==> src/rtl/omt_pkg.sv <==
package omt_pkg;
    // Number of select bits handed to the lower half of a node.
    function automatic int lo_count(input int n);
        return n / 2;
    endfunction

    // Number of select bits handed to the upper half of a node.
    function automatic int hi_count(input int n);
        return n - (n / 2);
    endfunction

    // Port width guard, so that zero-sized groups still elaborate.
    function automatic int at_least_one(input int n);
        return (n < 1) ? 1 : n;
    endfunction
endpackage

==> src/rtl/omt_or_reduce.sv <==
module omt_or_reduce #(
    parameter int N = 2
) (
    input  logic [omt_pkg::at_least_one(N)-1:0] bits_i,
    output logic                                any_o
);
    generate
        if (N == 0) begin : g_empty
            logic unused_bits;
            assign unused_bits = ^bits_i;
            assign any_o = 1'b0;
        end else if (N == 1) begin : g_single
            assign any_o = bits_i[0];
        end else if (N == 2) begin : g_pair
            assign any_o = bits_i[0] | bits_i[1];
        end else begin : g_wide
            assign any_o = |bits_i;
        end
    endgenerate
endmodule

==> src/rtl/omt_node.sv <==
module omt_node #(
    parameter int N = 4,
    parameter int W = 8
) (
    input  logic [N-1:0]   sel_i,
    input  logic [N*W-1:0] data_i,
    output logic [W-1:0]   y_o
);
    localparam int NLO = omt_pkg::lo_count(N);
    localparam int NHI = omt_pkg::hi_count(N);

    generate
        if (N == 1) begin : g_leaf
            // A leaf passes its word straight through; its select bit only
            // feeds OR terms higher up.
            logic unused_sel;
            assign unused_sel = sel_i[0];
            assign y_o = data_i;
        end else begin : g_split
            logic [W-1:0] lo_y_d;
            logic [W-1:0] hi_y_d;
            logic         lo_any_d;

            omt_node #(.N(NLO), .W(W)) u_lo (
                .sel_i  (sel_i[NLO-1:0]),
                .data_i (data_i[NLO*W-1:0]),
                .y_o    (lo_y_d)
            );

            omt_node #(.N(NHI), .W(W)) u_hi (
                .sel_i  (sel_i[N-1:NLO]),
                .data_i (data_i[N*W-1:NLO*W]),
                .y_o    (hi_y_d)
            );

            omt_or_reduce #(.N(NLO)) u_or (
                .bits_i (sel_i[NLO-1:0]),
                .any_o  (lo_any_d)
            );

            always_comb begin
                y_o = lo_any_d ? lo_y_d : hi_y_d;
            end

            // with no select bit in this subtree, the highest leaf wins.
            always_comb begin
                if (sel_i == '0) begin
                    assert_node_idle_top_R5: assert (y_o == data_i[(N-1)*W +: W])
                        else $error("node idle output mismatch");
                end
            end
        end
    endgenerate
endmodule

==> src/rtl/onehot_mux_tree.sv <==
module onehot_mux_tree #(
    parameter int N        = 5,
    parameter int W        = 8,
    parameter bit HAS_DFLT = 1'b1
) (
    input  logic [N-1:0]   sel_i,
    input  logic [N*W-1:0] data_i,
    input  logic [W-1:0]   dflt_i,
    output logic [W-1:0]   y_o
);
    localparam int LEAVES = HAS_DFLT ? N + 1 : N;

    logic [LEAVES-1:0]   leaf_sel_d;
    logic [LEAVES*W-1:0] leaf_data_d;

    generate
        if (HAS_DFLT) begin : g_dflt
            // Default word becomes the top leaf, chosen by the NOR of all selects.
            assign leaf_sel_d  = {~(|sel_i), sel_i};
            assign leaf_data_d = {dflt_i, data_i};
        end else begin : g_plain
            logic unused_dflt;
            assign unused_dflt = ^dflt_i;
            assign leaf_sel_d  = sel_i;
            assign leaf_data_d = data_i;
        end
    endgenerate

    omt_node #(.N(LEAVES), .W(W)) u_root (
        .sel_i  (leaf_sel_d),
        .data_i (leaf_data_d),
        .y_o    (y_o)
    );

    // Port-level checks on the selection rules.
    always_comb begin
        for (int i = 0; i < N; i++) begin
            if (sel_i == (N'(1) << i)) begin
                assert_onehot_pick_R2: assert (y_o == data_i[i*W +: W])
                    else $error("one-hot select %0d mismatch", i);
            end
        end
        if (sel_i == '0) begin
            if (HAS_DFLT) begin
                assert_idle_default_R3: assert (y_o == dflt_i)
                    else $error("idle select did not give default");
            end else begin
                assert_idle_last_R5: assert (y_o == data_i[(N-1)*W +: W])
                    else $error("idle select did not give last word");
            end
        end
    end

    // lowest set index wins when several select bits are set.
    always_comb begin
        int low_idx;
        low_idx = -1;
        for (int i = N - 1; i >= 0; i--) begin
            if (sel_i[i]) low_idx = i;
        end
        if ($countones(sel_i) > 1) begin
            assert_lowest_wins_R6: assert (y_o == data_i[low_idx*W +: W])
                else $error("multi-hot priority mismatch");
        end
    end
endmodule

==> config.mk <==
export PLATFORM = sky130hd
export DESIGN_NAME = onehot_mux_tree
export DESIGN_NICKNAME = d
export VERILOG_FILES = /design/src/rtl/omt_pkg.sv /design/src/rtl/omt_or_reduce.sv /design/src/rtl/omt_node.sv /design/src/rtl/onehot_mux_tree.sv
export SDC_FILE = /design/constraint.sdc
export NUM_CORES = 1
export LEC_CHECK = 0
export BUFFER_PORTS_ARGS = -buffer_cell sky130_fd_sc_hd__buf_2
export CORE_AREA = 2 2 42 44
export DETAILED_ROUTE_END_ITERATION = 10
export DIE_AREA = 0 0 44 46
export PLACE_DENSITY = 0.73
export SETUP_SLACK_MARGIN = 0.5
export SLEW_MARGIN = 5
export SYNTH_ARGS = -nofsm -noshare
export SYNTH_HDL_FRONTEND = slang
export SYNTH_SLANG_ARGS = --single-unit
export TNS_END_PERCENT = 30
==> constraint.sdc <==
create_clock -name vclk -period 1.2
set_clock_uncertainty 0.15 [all_clocks]
set_input_delay 0.24 -clock vclk [all_inputs]
set_output_delay 0.24 -clock vclk [all_outputs]
set_load 0.01 [all_outputs]
### Word-level counts from Yosys, hierarchy flattened

Cells that the tools add are included.

* reduce and logical (&&, ||, !) cells: 1
* mux-type cells: 5

Operator list (number)
* $mux 8: 5
* $reduce_or 3->1: 1

* bits in registers: 0
* input port bits: 53
* word-level logic and storage cells: 6
* output and inout bits: 8

### Depth between registers and ports, before layout

Gate-level depths: netlist of the first run.

* word-level depth: 3
* gate-level depth with buffers: 4

### Modules after synthesis

A second synthesis of the first run with hierarchy kept.

* cell total of the unflattened synthesis: 100
* area total of the unflattened synthesis: 1064.8 um^2

Modules (own cells, without submodules)
* omt_node (u_root ...): cells each 9, area each 131.4 um^2, instances 5
* omt_node (u_root.g_split.u_hi.g_split.u_hi.g_split.u_hi ...): cells each 8, area each 60.1 um^2, instances 6
* omt_or_reduce (u_root.g_split.u_hi.g_split.u_hi.g_split.u_or ...): cells each 1, area each 7.5 um^2, instances 4
* onehot_mux_tree: cells each 2, area each 11.3 um^2, instances 1
* omt_or_reduce (u_root.g_split.u_or): cells each 1, area each 6.3 um^2, instances 1

### Worst setup path after synthesis of the first run

No wires, ideal clock.

* path kind: in2out
* start point: in sel_i[1]
* end point: out y_o[0]
* stages: 3
* arrival time: 0.994 ns
* slack: -0.184 ns
* path buffers: 1
* cell sequence: or3_1 -> buf_6 -> o22ai_1

* longest elaborated chain between the ends: 3

Ends and longest elaborated chain
* from (decl): line onehot_mux_tree.sv:6 `input logic [N-1:0] sel_i,`
* $mux 8 (2 in series): line omt_node.sv:42 `y_o = lo_any_d ? lo_y_d : hi_y_d;`
* $mux 8 *: line omt_node.sv:42
* to (decl): line onehot_mux_tree.sv:9 `output logic [W-1:0] y_o`

Every way passes the cells marked *; elsewhere a longest branch is shown, timed or not.

### Final worst setup path of the first run

* start point: in sel_i[0]
* end point: out y_o[3]

* longest elaborated chain between the ends: 2

Ends and longest elaborated chain (line)
* $reduce_or 3->1 or $mux 8 (tied branches): omt_or_reduce.sv:17, omt_node.sv:42
* $mux 8 *: omt_node.sv:42

Marks and branches as above.

==> results of run 1 <==
==> area by class of cell <==
type | instances | area [µm²]
Fill cell | 121 | 459
Multi-Input combinational cell | 46 | 678
Tap cell | 17 | 21.3
Timing Repair Buffer | 70 | 455
==> final timing paths <==
check                 cells past startpoint  endpoint  startpoint
worst min-delay path                      4    y_o[2]   data_i[2]
worst max-delay path                      5    y_o[3]    sel_i[0]
==> cell usage after synthesis (all sizes together) <==
master / count / area share, %
nor2b: 11 / 17
a221oi: 8 / 17
mux2: 8 / 22
mux2i: 8 / 20
o22ai: 8 / 12
buf: 4 / 6.4
and2b: 2 / 3.7
clkbuf: 1 / 0.91
or3: 1 / 1.5
==> cell usage in the layout, fill, tap and decap left out, drive strengths merged <==
cell type  netlist  final
buf              4     70
mux2             8      8
mux2i            8      8
nor2b           11     11
or3              1      1
a221oi           8      8
o22ai            8      8
and2b            2      2
==> critical path, stage by stage <==
cell and delay, ns:
buf_6 0.09, or3_4 0.39, buf_6 0.15, o22ai_4 0.15, buf_6 0.12
==> report_power, final <==
part	switching (mW)	internal (mW)	total (mW)	leakage [nW]
Combinational	0.194	0.285	0.479	0.518
Clock	0	0	0	0
Sequential	0	0	0	0
Total	0.194	0.285	0.479	0.518
==> routing by layer <==
metal | track usage (%) | part of all wire (%)
met1 | 19.2 | 37
met2 | 28.8 | 54
met3 | 0.794 | 8.9
met4 | 0 | 0
met5 | 0 | 0
==> kinds of logic after synthesis <==
logic type,after synthesis
compound gates,16
buf+inv,5
mux,16
simple gates,14
==> timing repair <==
item,CTS,global route
resized for setup,19,5
setup endpoints to repair,8,8
hold endpoints to repair,0,0
pin swaps,1,1
==> stage by stage <==
stage                     setup TNS, ns  hold WS [ns]  instance area [µm²]
after global routing              -2.78         0.690                 1150
after CTS                         -2.69         0.671                 1130
after global placement            -3.37         0.674                 1030
after detailed placement          -3.38         0.678                 1030
after floorplan                   -1.11         0.484                  678
final                             -2.60         0.673                 1150
==> impl_metrics.csv, run 1 <==
group,metric,value,unit
synthesis,synth_mux_area_share,41.5,%
hold_path,hold_path_class,"input pin to primary output",
synthesis,syn_area_per_cell,8.05,µm²
finish,drive_above_1_share,89.7,%
sta,tightest_slew,0.297,ns
routing,via_per_inst,5.08,
routing,wl_per_cell,12.3,µm
sta,finalCritPeriodShare,128,%
power,p_leak,0.518,nW
routing,detail_route.iter0.violations,0,
finish,seq_area,0,µm²
synthesis,yosysUniqueCellTypes,10,
die,start_util,25.4,%
global_route,grt_pass1_wl,2390,µm
power,ir_drop,0.000215,V
finish,postLayoutCoreUtil,71.6,%
place,gp_congestion,0.615,
synthesis,postSynthCellCount,51,
synthesis,ys_seq_area_share,0,%
global_route,grt_max_degree,17,
status,violations,"negative setup slack",
synthesis,synthXorXnorAreaFrac,0,%
sta,finalHoldViolCount,0,
worst_setup_path,end_kind,"primary output",
global_route,grt_use_total,14.9,%
sta,fmax,0.653,GHz
synthesis,yosys_warnings,0,
die,ios,61,
routing,dr.pass1.iters,1,
die,rows,15,
finish,final_cells,133,
place,dp_slack,-0.431,ns
worst_setup_path,worstPathArrival,1.14,ns
die,core,1610,µm²
status,outcome,"complete, but fails checks",
die,die_height,46,µm
place,hpwlAfterDp,1380,µm
routing,via_count,675,
clock_tree,post_cts_buffers,0,
finish,fin_nets,171,
worst_setup_path,critPathRequiredTime,0.81,ns
synthesis,synth_area,410,µm²
place,placed_cells,133,
synthesis,synth_fa_ha_area_share,0,%
global_route,antenna_found_initial,0,
finish,clock_buffers,0,
sta,slew_violations,0,
global_route,overflow,0,
synthesis,synth_top_family_by_area,"multiplexers",
sta,relSlewSlack,80.2,%
synthesis,synth-compound-area-share,29.3,%
synthesis,synth-simple-area-share,22.0,%
sta,fin_crit,1.53,ns
clock_tree,cts_hold_buffers,0,
die,die_w,44,µm
sta,rsz0062_at_grt,"yes",
place,io_buffers,61,
job,cap_viol_max_count,0,
worst_setup_path,crit_type,"input pin to primary output",
routing,postRouteAntennaNets,0,
power,finalPower,0.479,mW
sta,setup_viol,8,
finish,design.seq.count,0,
sta,fin_ws,-0.332,ns
worst_setup_path,start_kind,"input pin",
die,die_area,2020,µm²
finish,antennaDiodeCount,0,
synthesis,synthesis.nets,104,
worst_setup_path,cp_max_fo,4,
routing,drcViolationCount,0,
routing,wirelength,1640,µm
global_route,grt_pass1_vias,563,
power,powerDensity,414,nW/µm²
finish,area_growth,181,%
Power figures use the tool's default switching activity.
==> run 2, diff against run 1 <==
--- a/config.mk
+++ b/config.mk
@@ -5,11 +5,14 @@
 export SDC_FILE = /design/constraint.sdc
 export NUM_CORES = 1
 export LEC_CHECK = 0
+export ABC_AREA = 1
 export BUFFER_PORTS_ARGS = -buffer_cell sky130_fd_sc_hd__buf_2
-export CORE_AREA = 2 2 42 44
+export CELL_PAD_IN_SITES_DETAIL_PLACEMENT = 1
+export CELL_PAD_IN_SITES_GLOBAL_PLACEMENT = 2
+export CORE_AREA = 2 2 68 70
 export DETAILED_ROUTE_END_ITERATION = 10
-export DIE_AREA = 0 0 44 46
-export PLACE_DENSITY = 0.73
+export DIE_AREA = 0 0 70 72
+export PLACE_DENSITY = 0.78
 export SETUP_SLACK_MARGIN = 0.5
 export SLEW_MARGIN = 5
 export SYNTH_ARGS = -nofsm -noshare
==> impl_metrics.csv, run 2 <==
group,metric,value,unit
clock_tree,cts_hold_buffers,0,
finish,fillCellCount,571,
place,gp_congestion,0.694,
die,die_area,5040,µm²
worst_setup_path,end_kind,"primary output",
power,swShare,49.4,%
sta,finalCritPeriodShare,118,%
power,comb_power_share,100.0,%
routing,via_per_inst,3.86,
worst_setup_path,cp-endpoint,"y_o[5]",
worst_setup_path,cpMaxStageDelayCell,"nor2_4",
sta,rsz0062_at_grt,"yes",
synthesis,yosysMostFrequentCell,"nand2_1",
die,die_w,70,µm
synthesis,synth_area,507,µm²
worst_setup_path,critPathMaxStageDelay,0.20,ns
synthesis,yosysTopAreaCellShare,35.6,%
routing,via_count,849,
sta,finalHoldViolCount,0,
global_route,overflow,0,
sta,tightest_slew,0.239,ns
place,hpwlAfterDp,2030,µm
place,dp_slack,-0.314,ns
synthesis,yosys-top-cells-area,"nand2_1 (36%), nand3_1 (24%), nor2_1 (10%)",
finish,fin_nets,223,
power,clockPowerShare,0,%
synthesis,postSynthCellCount,107,
synthesis,yosys_warnings,0,
die,core,4260,µm²
finish,final_common_cell,"buf_2",
sta,fin_ws,-0.217,ns
die,start_util,11.9,%
worst_setup_path,worstPathArrival,1.03,ns
power,p_seq_share,0,%
synthesis,ys_top_cells_by_count,"nand2_1 (48), nand3_1 (24), nor2_1 (14), or2_2 (6)",
global_route,grt_max_degree,17,
synthesis,synthesis.nets,160,
synthesis,yosysUniqueCellTypes,12,
routing,dr.pass1.iters,4,
die,die_height,72,µm
power,p_leak,0.535,nW
worst_setup_path,critPathRequiredTime,0.81,ns
worst_setup_path,cp_cell_sequence,"buf_12 -> nor2_4 -> nand2_8 -> nor2_4 -> nand2_2 -> nand2_1 -> buf_2",
die,rows,24,
synthesis,yosysTopAreaCell,"nand2_1",
finish,multi_input_area,531,µm²
routing,detail_route.iter0.violations,11,
global_route,antenna_found_initial,0,
place,io_buffers,61,
routing,drcViolationCount,0,
global_route,use_met2,17.8,%
worst_setup_path,cpMostUsedCell,"nor2_4",
worst_setup_path,cp_max_fo,8,
global_route,grtUsageMet1,11.8,%
status,outcome,"complete, but fails checks",
worst_setup_path,start_kind,"input pin",
sta,setup_viol,8,
power,power.switching,0.172,mW
finish,drive_above_1_share,54.8,%
sta,fin_crit,1.42,ns
finish,most-common-layout-cells,"buf_2 (57), nand2_1 (40), nand3_1 (23)",
power,p_int,0.176,mW
finish,clock_buffers,0,
global_route,grt_use_total,9.24,%
die,ios,61,
finish,seq_area,0,µm²
synthesis,syn_area_per_cell,4.74,µm²
power,ir_drop,0.0000889,V
status,violations,"negative setup slack",
sta,final.setup.tns,-1.63,ns
finish,design.seq.count,0,
hold_path,hold_path_class,"input pin to primary output",
global_route,grt_pass1_wl,3970,µm
power,powerDensity,347,nW/µm²
sta,slew_violations,0,
sta,relSlewSlack,84.1,%
job,cap_viol_max_count,0,
global_route,gr-usage-met3,1.11,%
sta,fmax,0.705,GHz
global_route,grt_busiest_layer,"met2",
routing,wirelength,2420,µm
finish,antennaDiodeCount,0,
worst_setup_path,crit_start,"sel_i[1]",
worst_setup_path,crit_type,"input pin to primary output",
synthesis,ys_seq_area_share,0,%
finish,area_growth,97.5,%
global_route,grt_pass1_vias,877,
routing,postRouteAntennaNets,0,
routing,wl_per_cell,11.0,µm
[run 2: per-stage QoR]
step                      util [%]  power [mW]  hold WS, ns  instance area, µm²  std cells
after floorplan                  -       0.155        0.540                 512        107
final                         23.5       0.348        0.724                1000        220
after CTS                     21.0       0.310        0.731                 895        219
after global routing          23.5       0.394        0.757                1000        220
after detailed placement      20.7       0.303        0.732                 881        219
after global placement        20.7       0.303        0.727                 881        219
[run 2: power by group through the flow]
stage | Combinational (mW) | Sequential, mW | Clock [mW]
6_report | 0.348 | 0 | 0
5_1_grt | 0.394 | 0 | 0
3_5_place_dp | 0.303 | 0 | 0
3_3_place_gp | 0.303 | 0 | 0
4_1_cts | 0.310 | 0 | 0
2_1_floorplan | 0.155 | 0 | 0
[run 2: layer usage]
metal / vias to the layer above / wire, µm / part of all wire (%)
met1: 362 / 1030 / 43
met3: 0 / 149 / 6.1
met4: 0 / 0 / 0
li1: 461 / - / -
met2: 26 / 1240 / 51
met5: - / 0 / 0
[run 2: kinds of logic (layout without fill, tap and decap cells)]
logic type | Yosys count | count (layout) | synth area share (%)
buf+inv | 9 | 69 | 11.6
simple gates | 98 | 99 | 88.4
[run 2: worst min-delay path by stage]
stage                     startpoint  cells after the start  slack, ns      to
after floorplan            dflt_i[2]                      4       0.54  y_o[2]
after global placement     dflt_i[0]                      6       0.73  y_o[0]
after detailed placement   dflt_i[0]                      6       0.73  y_o[0]
after CTS                  dflt_i[0]                      6       0.73  y_o[0]
after global routing       dflt_i[2]                      6       0.76  y_o[2]
final                      dflt_i[2]                      6       0.72  y_o[2]
[run 2: final cells by class]
type	instances	share of cell area, %
multi-input cells	99	53.0
repair buffers	65	38.1
well taps	52	6.50
inverters	4	2.38
[run 2: repair_timing]
action | in CTS | in global routing
cloned | 0 | 1
resized for setup | 3 | 26
endpoints found under the setup margin | 8 | 8
pin swaps | 0 | 9
buffers inserted | 0 | 0
[run 2: worst max-delay path: cells and delay by family]
kind,cells,cell delay [ns]
buf+inv,2,0.23
simple gates,5,0.56
